==> config.mk <==
export PLATFORM = sky130hd
export DESIGN_NAME = mii_switch
export DESIGN_NICKNAME = d
export VERILOG_FILES = /design/src/rtl/mii_sw_pkg.sv /design/src/rtl/mii_mode_regs.sv /design/src/rtl/mii_port_path.sv /design/src/rtl/mii_mirror.sv /design/src/rtl/mii_switch.sv
export SDC_FILE = /design/constraint.sdc
export NUM_CORES = 1
export LEC_CHECK = 0
export ABC_AREA = 1
export BUFFER_PORTS_ARGS = -buffer_cell sky130_fd_sc_hd__buf_4
export CAP_MARGIN = 0
export CORE_AREA = 2 2 60 85
export CTS_CLUSTER_SIZE = 16
export DETAILED_ROUTE_END_ITERATION = 12
export DIE_AREA = 0 0 62 87
export PLACE_DENSITY = 0.86
export SYNTH_ARGS = -nofsm -noshare
export SYNTH_HDL_FRONTEND = slang
export SYNTH_SLANG_ARGS = --single-unit
==> constraint.sdc <==
create_clock -name clk -period 1.2 [get_ports clk]
set_input_delay 0.12 -clock clk [delete_from_list [all_inputs] [get_ports clk]]
set_output_delay 0.12 -clock clk [all_outputs]
set_load 0.01 [all_outputs]
==> src/rtl/mii_sw_pkg.sv <==
package mii_sw_pkg;

    localparam int NIB_W = 4;

    // one direction of an MII stream: nibble, qualifier, error
    typedef struct packed {
        logic [NIB_W-1:0] d;
        logic             v;
        logic             e;
    } mii_lane_t;

    typedef enum logic {
        MIR_RX = 1'b0,
        MIR_TX = 1'b1
    } mir_dir_e;

    function automatic mii_lane_t lane_idle();
        mii_lane_t l;
        l = '0;
        return l;
    endfunction

    function automatic mii_lane_t lane_pick(input logic sel, input mii_lane_t a, input mii_lane_t b);
        return sel ? a : b;
    endfunction

endpackage

==> src/rtl/mii_mode_regs.sv <==
module mii_mode_regs
    import mii_sw_pkg::*;
#(
    parameter int N_PORTS = 4,
    parameter int PW      = 2
) (
    input  logic               clk,
    input  logic               rst,
    input  logic [N_PORTS-1:0] loop_req,
    input  logic [N_PORTS-1:0] full_dup,
    input  logic               mir_en_in,
    input  logic [PW-1:0]      mir_port_in,
    input  logic               mir_dir_in,
    output logic [N_PORTS-1:0] loop_act,
    output logic [N_PORTS-1:0] loop_err,
    output logic               mir_en,
    output logic [PW-1:0]      mir_port,
    output mir_dir_e           mir_dir
);

    always_ff @(posedge clk) begin
        if (rst) begin
            loop_act <= '0;
            loop_err <= '0;
            mir_en   <= 1'b0;
            mir_port <= '0;
            mir_dir  <= MIR_RX;
        end else begin
            loop_act <= loop_req & full_dup;
            loop_err <= loop_req & ~full_dup;
            mir_en   <= mir_en_in;
            mir_port <= mir_port_in;
            mir_dir  <= mir_dir_e'(mir_dir_in);
        end
    end

endmodule

==> src/rtl/mii_port_path.sv <==
module mii_port_path
    import mii_sw_pkg::*;
(
    input  logic      loop_on,
    input  mii_lane_t mac_tx,
    input  mii_lane_t phy_rx,
    input  logic      phy_col_in,
    input  logic      phy_crs_in,
    input  logic      tx_clk_in,
    input  logic      rx_clk_in,
    output mii_lane_t mac_rx,
    output logic      mac_col_out,
    output logic      mac_crs_out,
    output logic      mac_rx_clk_out,
    output mii_lane_t pin_tx
);

    always_comb begin
        mac_rx         = lane_pick(loop_on, mac_tx, phy_rx);
        pin_tx         = lane_pick(loop_on, lane_idle(), mac_tx);
        mac_col_out    = phy_col_in & ~loop_on;
        mac_crs_out    = phy_crs_in & ~loop_on;
        mac_rx_clk_out = loop_on ? tx_clk_in : rx_clk_in;
    end

endmodule

==> src/rtl/mii_mirror.sv <==
module mii_mirror
    import mii_sw_pkg::*;
#(
    parameter int N_PORTS = 4,
    parameter int PW      = 2
) (
    input  logic                    clk,
    input  logic                    rst,
    input  logic                    mir_en,
    input  logic [PW-1:0]           mir_port,
    input  mir_dir_e                mir_dir,
    input  mii_lane_t [N_PORTS-1:0] tx_lanes,
    input  mii_lane_t [N_PORTS-1:0] rx_lanes,
    input  mii_lane_t               own_tx,
    output mii_lane_t               mon_tx
);

    logic      sel_ok;
    mii_lane_t src;
    mii_lane_t cap_q;
    logic      act_q;

    always_comb begin
        sel_ok = ({{(32-PW){1'b0}}, mir_port} < N_PORTS);
        src    = lane_idle();
        if (sel_ok) begin
            src = (mir_dir == MIR_TX) ? tx_lanes[mir_port] : rx_lanes[mir_port];
        end
    end

    always_ff @(posedge clk) begin
        if (rst) begin
            cap_q <= '0;
            act_q <= 1'b0;
        end else begin
            cap_q <= src;
            act_q <= mir_en & sel_ok;
        end
    end

    assign mon_tx = lane_pick(act_q, cap_q, own_tx);

endmodule

==> src/rtl/mii_switch.sv <==
module mii_switch
    import mii_sw_pkg::*;
#(
    parameter  int N_PORTS  = 4,
    parameter  int MON_PORT = N_PORTS - 1,
    localparam int PW       = (N_PORTS > 1) ? $clog2(N_PORTS) : 1
) (
    input  logic                     clk,
    input  logic                     rst,
    input  logic [N_PORTS-1:0]       cfg_loop_en,
    input  logic [N_PORTS-1:0]       cfg_full_dup,
    input  logic                     cfg_mir_en,
    input  logic [PW-1:0]            cfg_mir_port,
    input  logic                     cfg_mir_dir,
    output logic [N_PORTS-1:0]       cfg_err,
    input  logic [NIB_W*N_PORTS-1:0] mac_txd,
    input  logic [N_PORTS-1:0]       mac_tx_en,
    input  logic [N_PORTS-1:0]       mac_tx_er,
    output logic [NIB_W*N_PORTS-1:0] mac_rxd,
    output logic [N_PORTS-1:0]       mac_rx_dv,
    output logic [N_PORTS-1:0]       mac_rx_er,
    output logic [N_PORTS-1:0]       mac_col,
    output logic [N_PORTS-1:0]       mac_crs,
    output logic [N_PORTS-1:0]       mac_rx_clk,
    input  logic [N_PORTS-1:0]       phy_tx_clk,
    input  logic [N_PORTS-1:0]       phy_rx_clk,
    input  logic [NIB_W*N_PORTS-1:0] phy_rxd,
    input  logic [N_PORTS-1:0]       phy_rx_dv,
    input  logic [N_PORTS-1:0]       phy_rx_er,
    input  logic [N_PORTS-1:0]       phy_col,
    input  logic [N_PORTS-1:0]       phy_crs,
    output logic [NIB_W*N_PORTS-1:0] phy_txd,
    output logic [N_PORTS-1:0]       phy_tx_en,
    output logic [N_PORTS-1:0]       phy_tx_er
);

    logic [N_PORTS-1:0]      loop_act;
    logic                    mir_en;
    logic [PW-1:0]           mir_port;
    mir_dir_e                mir_dir;
    mii_lane_t [N_PORTS-1:0] tx_l;
    mii_lane_t [N_PORTS-1:0] prx_l;
    mii_lane_t [N_PORTS-1:0] mrx_l;
    mii_lane_t [N_PORTS-1:0] pin_l;
    mii_lane_t               mon_l;

    mii_mode_regs #(.N_PORTS(N_PORTS), .PW(PW)) u_regs (
        .clk        (clk),
        .rst        (rst),
        .loop_req   (cfg_loop_en),
        .full_dup   (cfg_full_dup),
        .mir_en_in  (cfg_mir_en),
        .mir_port_in(cfg_mir_port),
        .mir_dir_in (cfg_mir_dir),
        .loop_act   (loop_act),
        .loop_err   (cfg_err),
        .mir_en     (mir_en),
        .mir_port   (mir_port),
        .mir_dir    (mir_dir)
    );

    for (genvar i = 0; i < N_PORTS; i++) begin : g_port
        assign tx_l[i]  = '{d: mac_txd[i*NIB_W +: NIB_W], v: mac_tx_en[i], e: mac_tx_er[i]};
        assign prx_l[i] = '{d: phy_rxd[i*NIB_W +: NIB_W], v: phy_rx_dv[i], e: phy_rx_er[i]};

        mii_port_path u_path (
            .loop_on       (loop_act[i]),
            .mac_tx        (tx_l[i]),
            .phy_rx        (prx_l[i]),
            .phy_col_in    (phy_col[i]),
            .phy_crs_in    (phy_crs[i]),
            .tx_clk_in     (phy_tx_clk[i]),
            .rx_clk_in     (phy_rx_clk[i]),
            .mac_rx        (mrx_l[i]),
            .mac_col_out   (mac_col[i]),
            .mac_crs_out   (mac_crs[i]),
            .mac_rx_clk_out(mac_rx_clk[i]),
            .pin_tx        (pin_l[i])
        );

        assign mac_rxd[i*NIB_W +: NIB_W] = mrx_l[i].d;
        assign mac_rx_dv[i]              = mrx_l[i].v;
        assign mac_rx_er[i]              = mrx_l[i].e;

        if (i == MON_PORT) begin : g_mon
            assign phy_txd[i*NIB_W +: NIB_W] = mon_l.d;
            assign phy_tx_en[i]              = mon_l.v;
            assign phy_tx_er[i]              = mon_l.e;
        end else begin : g_norm
            assign phy_txd[i*NIB_W +: NIB_W] = pin_l[i].d;
            assign phy_tx_en[i]              = pin_l[i].v;
            assign phy_tx_er[i]              = pin_l[i].e;
        end
    end

    mii_mirror #(.N_PORTS(N_PORTS), .PW(PW)) u_mirror (
        .clk     (clk),
        .rst     (rst),
        .mir_en  (mir_en),
        .mir_port(mir_port),
        .mir_dir (mir_dir),
        .tx_lanes(tx_l),
        .rx_lanes(mrx_l),
        .own_tx  (pin_l[MON_PORT]),
        .mon_tx  (mon_l)
    );

endmodule

# Word-level counts from Yosys, hierarchy flattened
# Index checks and enable logic that the tools add are counted.
op_classes:
  bitwise: 15
  muxes: 18
  order_cmp: 1
ops:
  columns: ["cell", "count"]
  rows:
  - ["2-to-1 mux 6 bit", 12]
  - ["binary-select mux 6 bit (select 2 bit)", 2]
  - ["AND 1 bit", 8]
  - ["AND 4 bit", 2]
  - ["2-to-1 mux 1 bit", 4]
  - ["NOT 1 bit", 4]
  - ["NOT 4 bit", 1]
  - ["less-than comparator 2 x 3 -> 1 bit, second input constant", 1]
word_totals:
  ff_bits: 19
  wordCells: 43
  in_bits: 78

# Logic depth before layout (Yosys ltp)
# Gate-level depths: netlist of the first run.
depth:
  word_depth: 4
  ltp_mapped: 10
  depth_no_buf: 8

# Cells and area by module
# A second synthesis of the first run with hierarchy kept.
hier_totals:
  hier_cells: 375
  hier_area_um2: 1970.6
by_module_without_submodules:
  columns: ["mod", "seq_area_each_um2", "n_inst", "area_each_um2", "cells_each"]
  rows:
  - ["mii_mirror", 140.1, 1, 912.1, 177]
  - ["mii_port_path", 0.0, 4, 173.9, 40]
  - ["mii_mode_regs", 240.2, 1, 362.8, 38]

# Least setup slack after synthesis of the first run
# No wires, ideal clock.
synth_timing:
  path_type: "register to output"
  start: "register u_regs.loop_act[3]"
  end: "output phy_tx_en[3]"
  stages_incl_launch_ff: 4
  slack_ns: 0.152
  arrival_time_ns: 0.928
  path_cell_list: "dfxtp_1 -> clkbuf_2 -> buf_6 -> o31ai_1"
synth_between:
  elab_chain_cells: 2
synth_lines:
  columns: ["element", "line", "source"]
  rows:
  - ["start: declaration", "mii_mode_regs.sv:14", "output logic [N_PORTS-1:0] loop_act,"]
  - ["start signal: assignment", "mii_mode_regs.sv:29", "loop_act <= loop_req & full_dup;"]
  - ["2-to-1 mux 6 bit (2 in a row)", "mii_sw_pkg.sv:24", "return sel ? a : b;"]
  - ["end: declaration", "mii_switch.sv:33", "output logic [N_PORTS-1:0] phy_tx_en,"]
# No other way between the ends.

# Final worst setup path of the first run
layout_timing:
  start: "register u_mirror.act_q"
  end: "output phy_tx_er[3]"
layout_between:
  elab_chain_cells: 1
layout_lines:
  columns: ["element", "line", "source"]
  rows:
  - ["start: declaration", "mii_mirror.sv:21", "logic act_q;"]
  - ["start signal: assignment", "mii_mirror.sv:37", "act_q <= mir_en & sel_ok;"]
  - ["2-to-1 mux 6 bit", "mii_sw_pkg.sv:24", null]
  - ["end: declaration", "mii_switch.sv:34", "output logic [N_PORTS-1:0] phy_tx_er"]
# No other way between the ends.

==> results of run 1 <==
## area by class of cell
class                           instances  area, um^2  area share [%]
Timing Repair Buffer                  154        1280            40.1
Clock inverter                          1        5.00           0.156
Sequential cell                        19         403            12.6
Inverter                               57         226            7.07
Clock buffer                            3        41.3            1.29
Multi-Input combinational cell        239        1160            36.4
Tap cell                               64        80.1            2.50
## flip-flops by register name, summed over array words and instances, names as in the netlist
register	flops
u_regs.mir_dir	1
u_mirror.cap_q	6
u_regs.mir_en	1
u_regs.mir_port	2
u_regs.loop_err	4
u_mirror.act_q	1
u_regs.loop_act	4
## power breakdown
part	switching, uW	leakage (uW)	internal, uW	total [uW]
Combinational	518	0.00173	545	1060
Sequential	41.9	0.000161	663	705
Clock	219	0.0000255	231	450
## layout by cell type, fill, tap and decap left out
cell	n
inv_8	1
clkinv_2	1
nor2_2	6
dfxtp_4	6
clkbuf_16	2
inv_2	2
nand2_2	21
buf_6	12
clkinv_1	1
o31ai_4	2
nand3_1	58
buf_12	2
inv_4	2
buf_8	3
nand2_1	107
o31ai_2	4
inv_1	51
buf_4	135
dfxtp_1	13
nor2_1	33
clkbuf_8	3
nand3_2	2
nand2_4	6
## path summary, 6_finish.rpt
kind | start | end
worst min-delay path | cfg_full_dup[3] | u_regs.loop_err[3]$_SDFF_PP0_
worst min register to register | u_regs.mir_en$_SDFF_PP0_ | u_mirror.act_q$_SDFF_PP0_
worst max register to register | u_regs.loop_act[1]$_SDFF_PP0_ | u_mirror.cap_q[4]$_SDFF_PP0_
worst max-delay path | u_mirror.act_q$_SDFF_PP0_ | phy_tx_er[3]
## repair_timing
item                                    CTS  global route
gates cloned                              0             2
resized for setup                        17            71
endpoints found under the setup margin   21            42
pin swaps                                 3             2
setup buffers                             1             0
## stage by stage
stage               std cells  setup slack (ps)
finish                    537              -143
global route              537              -171
CTS                       535             -47.7
detailed placement        530              35.5
global placement          530              68.6
floorplan                 344               152
## routing by layer
layer	up-vias	track usage, %
li1	1288	-
met3	38	2.67
met4	0	9.28
met2	151	43.5
met1	1184	27.0
met5	-	0
## kinds of logic (layout without fill, tap and decap cells)
| logic type | Yosys count | in the layout | synth area share (%) |
|---|---|---|---|
| AND/OR/NAND/NOR | 233 | 233 | 52.4 |
| flip-flops | 19 | 19 | 21.0 |
| AO/OA/AOI/OAI | 6 | 6 | 2.49 |
| buffers and inverters | 86 | 215 | 24.1 |
==> run metrics, run 1 <==
outcome finished, violations left; failing checks negative setup slack; vias post-DR 2,661; top cells by area, synth nand2_1 (28%), dfxtp_1 (21%), nand3_1 (17%); synthesized cell area ~1800 um^2; nets ~550; Hold Path Stages 2; Reg clk slew, reported paths ~70 ps; EDFF count, synth 0; Fin Setup TNS -606 ps; DP Wirelength between 5000 and 6000 um; main flop type after synthesis dfxtp_1; antenna violations before repair 0; ANT nets after route 0; Final Hold Fails 0; Hold Path Class input port to flip-flop; initial DRC count 156; Remaining DRCs 0; unrepaired setup endpoints after global routing true; crit path cell chain buf_8 > nand2_2 > o31ai_2 > buf_4; WP data arrival about 1200 ps; VDD IR max roughly 0.0011 V; final period utilization 112%; GRT overflow 0; register area share after synthesis 21.0%; Total Routing Usage GR between 20% and 30%; DR WL/cell roughly 14 um; WP depth 4; vias in the first global route 2,362; CTS root buffer clkbuf_8; kind of cell adding the most delay to the critical path flip-flops; n_diodes 0; core area 4690 um^2; Rows 30; f_max around 740 MHz; R2R depth 7; CTS tree done; Tmin final between 1000 and 1500 ps; Post-Route WL 7410 um; synth unique cells 13; Die H between 80 and 90 um; wire length on met1 2550 um; die width approximately 62 um; CTS max path bufs 2; TritonRoute pass-1 iters 4; # fillers around 420; Critical Path End Type primary output; Buffers & Inverters on Critical Path 2; Synth Register Bits 19; syn_nets roughly 420; post-synth top area cell nand2_1; max_slew headroom 78.0%; final instance area 3200 um^2; cts hold-fix bufs 0; Min Hold Slack approximately 13 ps; critical path class flip-flop to primary output; WL met2 about 4000 um; max-cap check violation count 0; top cells by count, synth nand2_1 (134), nand3_1 (60), inv_1 (55), nor2_1 (39), dfxtp_1 (19); Worst Setup Start Kind flip-flop; clk sinks 19; Pleak between 0.0015 and 0.002 uW; Worst R2R Setup Slack -10 ps; async set or reset register ratio after synthesis 0%; fin util between 60% and 70%; Synth top area share between 20% and 30%; most common cell in the synthesized netlist nand2_1; share of layout cells above drive strength 1 44.4%; syn avg cell area ~5.3 um^2; worst slew pin tran around 330 ps; io pins roughly 140; synth warn 0; first-pass GRT wire length about 10,000 um; die footprint around 5400 um^2; # setup viols final 13; P&R area growth vs syn 76.9%; Pins Over Slew Limit 0; CTS buffer count 3; vias per std cell ~5.0; Overall Power between 2000 and 2500 uW; PD cells ~690 nW/um^2; met3 WL roughly 550 um; CP max FO 7; highest metal used met4; CTS H-tree lvls 1; post-route setup slack -143 ps; Cells after Synth approximately 340; Area after DPL ~2800 um^2; placer's final routability congestion estimate 0.961; worst skew pair latency between 200 and 300 ps; CP max stage delay about 450 ps; pin count of the biggest net entering global routing 25; Worst path slowest cell dfxtp_4; Setup Skew approximately 6.2 ps; CP required 1080 ps; IO buf count between 100 and 150; Initial Util between 30% and 40%
(Power assumes the default switching activity.)
==> inputs of run 2 (changes only) <==
Settings changed: CORE_AREA 2 2 60 85 to 2 2 58 82, DIE_AREA 0 0 62 87 to 0 0 60 84, PLACE_DENSITY 0.86 to 0.92.
Clock period 1.2 ns to 1.7 ns, I/O delays scaled along.
==> run 2 against run 1 <==
Effect of this change: the run now ends clean; sequential cell count stayed put; first-iteration DRC count down 15%; hold slack improved by 54 ps; design area is 12% lower; die area is 6.6% lower; clock skew grew 0.70 ps; cell count down 1.7%; count of clock-buffer cells in the layout increased by 1; non-clock buffer count down 7; core utilization fell by 4.1 points.
==> run metrics, run 2 (synthesized netlist as in run 1, its figures left out) <==
critical path class flip-flop to primary output; Die H between 80 and 90 um; max_slew headroom 71.9%; DP Wirelength between 5000 and 6000 um; CTS max path bufs 2; CTS tree done; outcome complete, no violations; first-pass GRT wire length a little under 10,000 um; Pins Over Slew Limit 0; unrepaired setup endpoints after global routing false; initial DRC count ~130; vias per std cell 4.78; commonest non-fill, non-tap cell in the layout buf_4; # setup viols final 0; Post-Route WL between 6000 and 7000 um; CTS root buffer clkbuf_8; # fillers 434; CP max FO 16; post-route setup slack 277 ps; Remaining DRCs 0; GRT overflow 0; Final Hold Fails 0; max-cap check violation count 0; Seq pwr share 34.0%; IO buf count about 140; share of layout cells above drive strength 1 32.4%; cts hold-fix bufs 0; f_max ~700 MHz; Comb pwr share between 40% and 50%; nets about 550; P&R area growth vs syn 55.5%; Critical Path End Type primary output; clk sinks 19; post-CTS setup buffer count 0; worst slew pin tran 420 ps; P_int around 1000 uW; max reg flops 6; worst skew pair latency 250 ps; ANT nets after route 0; Sw Ratio 33.1%; CTS H-tree lvls 1; Pleak approximately 0.0018 uW; Reg with most FFs u_mirror.cap_q; WP data arrival 1250 ps; Initial Util 41.3%; Total Routing Usage GR about a quarter; final period utilization between 80% and 90%; antenna violations before repair 0; largest registers u_mirror.cap_q (6), u_regs.loop_act (4), u_regs.loop_err (4); Net Sw Power a little under 500 uW; Tmin final 1420 ps; Setup Skew 6.89 ps; DP Worst Slack between 300 and 400 ps; Gates resized, CTS repair 0; Hold Path Class input port to flip-flop; die width approximately 60 um; Rows 29; Worst Setup Start Kind flip-flop; commonest cells after routing, fill and taps aside buf_4 (147), nand2_1 (134), nand3_1 (60), inv_1 (55), nor2_1 (39); Reg clk slew, reported paths 70 ps; pin count of the biggest net entering global routing 25; n_diodes 0; Fin Setup TNS 0 ps; core area approximately 4400 um^2; CP required approximately 1500 ps; io pins between 100 and 150; PD cells between 500 and 600 nW/um^2; vias post-DR between 2k and 3k; vias in the first global route 2,427; fraction of power consumed by the clock network a little over a fifth; DR WL/cell 11.7 um; TritonRoute pass-1 iters 4; placer's final routability congestion estimate slightly below 0.9; CTS buffer count 3; VDD IR max around 0.00047 V; die footprint slightly above 5000 um^2
==> run 2: cell count changes in the layout (fill, tap and decap cells not counted), sizes merged <==
| cell | previous run | this run |
|---|---|---|
| clkbuf | 5 | 4 |
| buf | 152 | 147 |
| clkinv | 2 | 1 |
==> run 2: path summary, 6_finish.rpt <==
path	to	cells past startpoint	slack, ps	start
max reg2reg	u_mirror.cap_q[3]$_SDFF_PP0_	7	290	u_regs.mir_port[1]$_SDFF_PP0_
min	u_regs.loop_err[0]$_SDFF_PP0_	2	70	cfg_full_dup[0]
min reg2reg	u_mirror.act_q$_SDFF_PP0_	2	430	u_regs.mir_en$_SDFF_PP0_
max	mac_rxd[4]	5	280	u_regs.loop_act[1]$_SDFF_PP0_
==> run 2: layer usage <==
layer | GRT usage, % | up-vias | wire length (um)
met5 | 0 | - | 0
met4 | 10.7 | 0 | 238
met3 | 4.34 | 24 | 386
met2 | 45.1 | 111 | 3350
met1 | 25.2 | 1117 | 2190
li1 | - | 1271 | -
==> run 2: critical path, stage by stage (launching register included) <==
cell     delay, ps
dfxtp_1        300
buf_4          180
inv_1          200
nand2_1        100
nand2_1         80
buf_4          130
==> run 2: power by group through the flow <==
stage	Clock [uW]	Combinational (uW)	Sequential, uW
floorplan	0	335	493
detailed placement	0	646	503
global route	336	715	496
finish	311	647	494
CTS	317	650	493
global placement	0	637	503
==> run 2: layout make-up <==
class | count | area [um^2] | share of cell area, %
repair buffers | 147 | 1100 | 39.2
multi-input cells | 239 | 995 | 35.3
flip-flops and latches | 19 | 380 | 13.5
inverters | 57 | 216 | 7.68
well taps | 62 | 77.6 | 2.75
clock buffers | 4 | 45.0 | 1.60
==> run 2: stage by stage <==
| stage | hold WS [ps] | area, um^2 | power [uW] | std cells | utilization (%) |
|---|---|---|---|---|---|
| 6_report | 67.1 | 2820 | 1450 | 528 | 64.2 |
| 5_1_grt | 59.4 | 2820 | 1550 | 528 | 64.2 |
| 4_1_cts | 68.2 | 2820 | 1460 | 528 | 64.2 |
| 3_5_place_dp | 339 | 2770 | 1150 | 524 | 63.2 |
| 3_3_place_gp | 335 | 2770 | 1140 | 524 | 63.2 |
| 2_1_floorplan | 242 | 1810 | 828 | 344 | - |
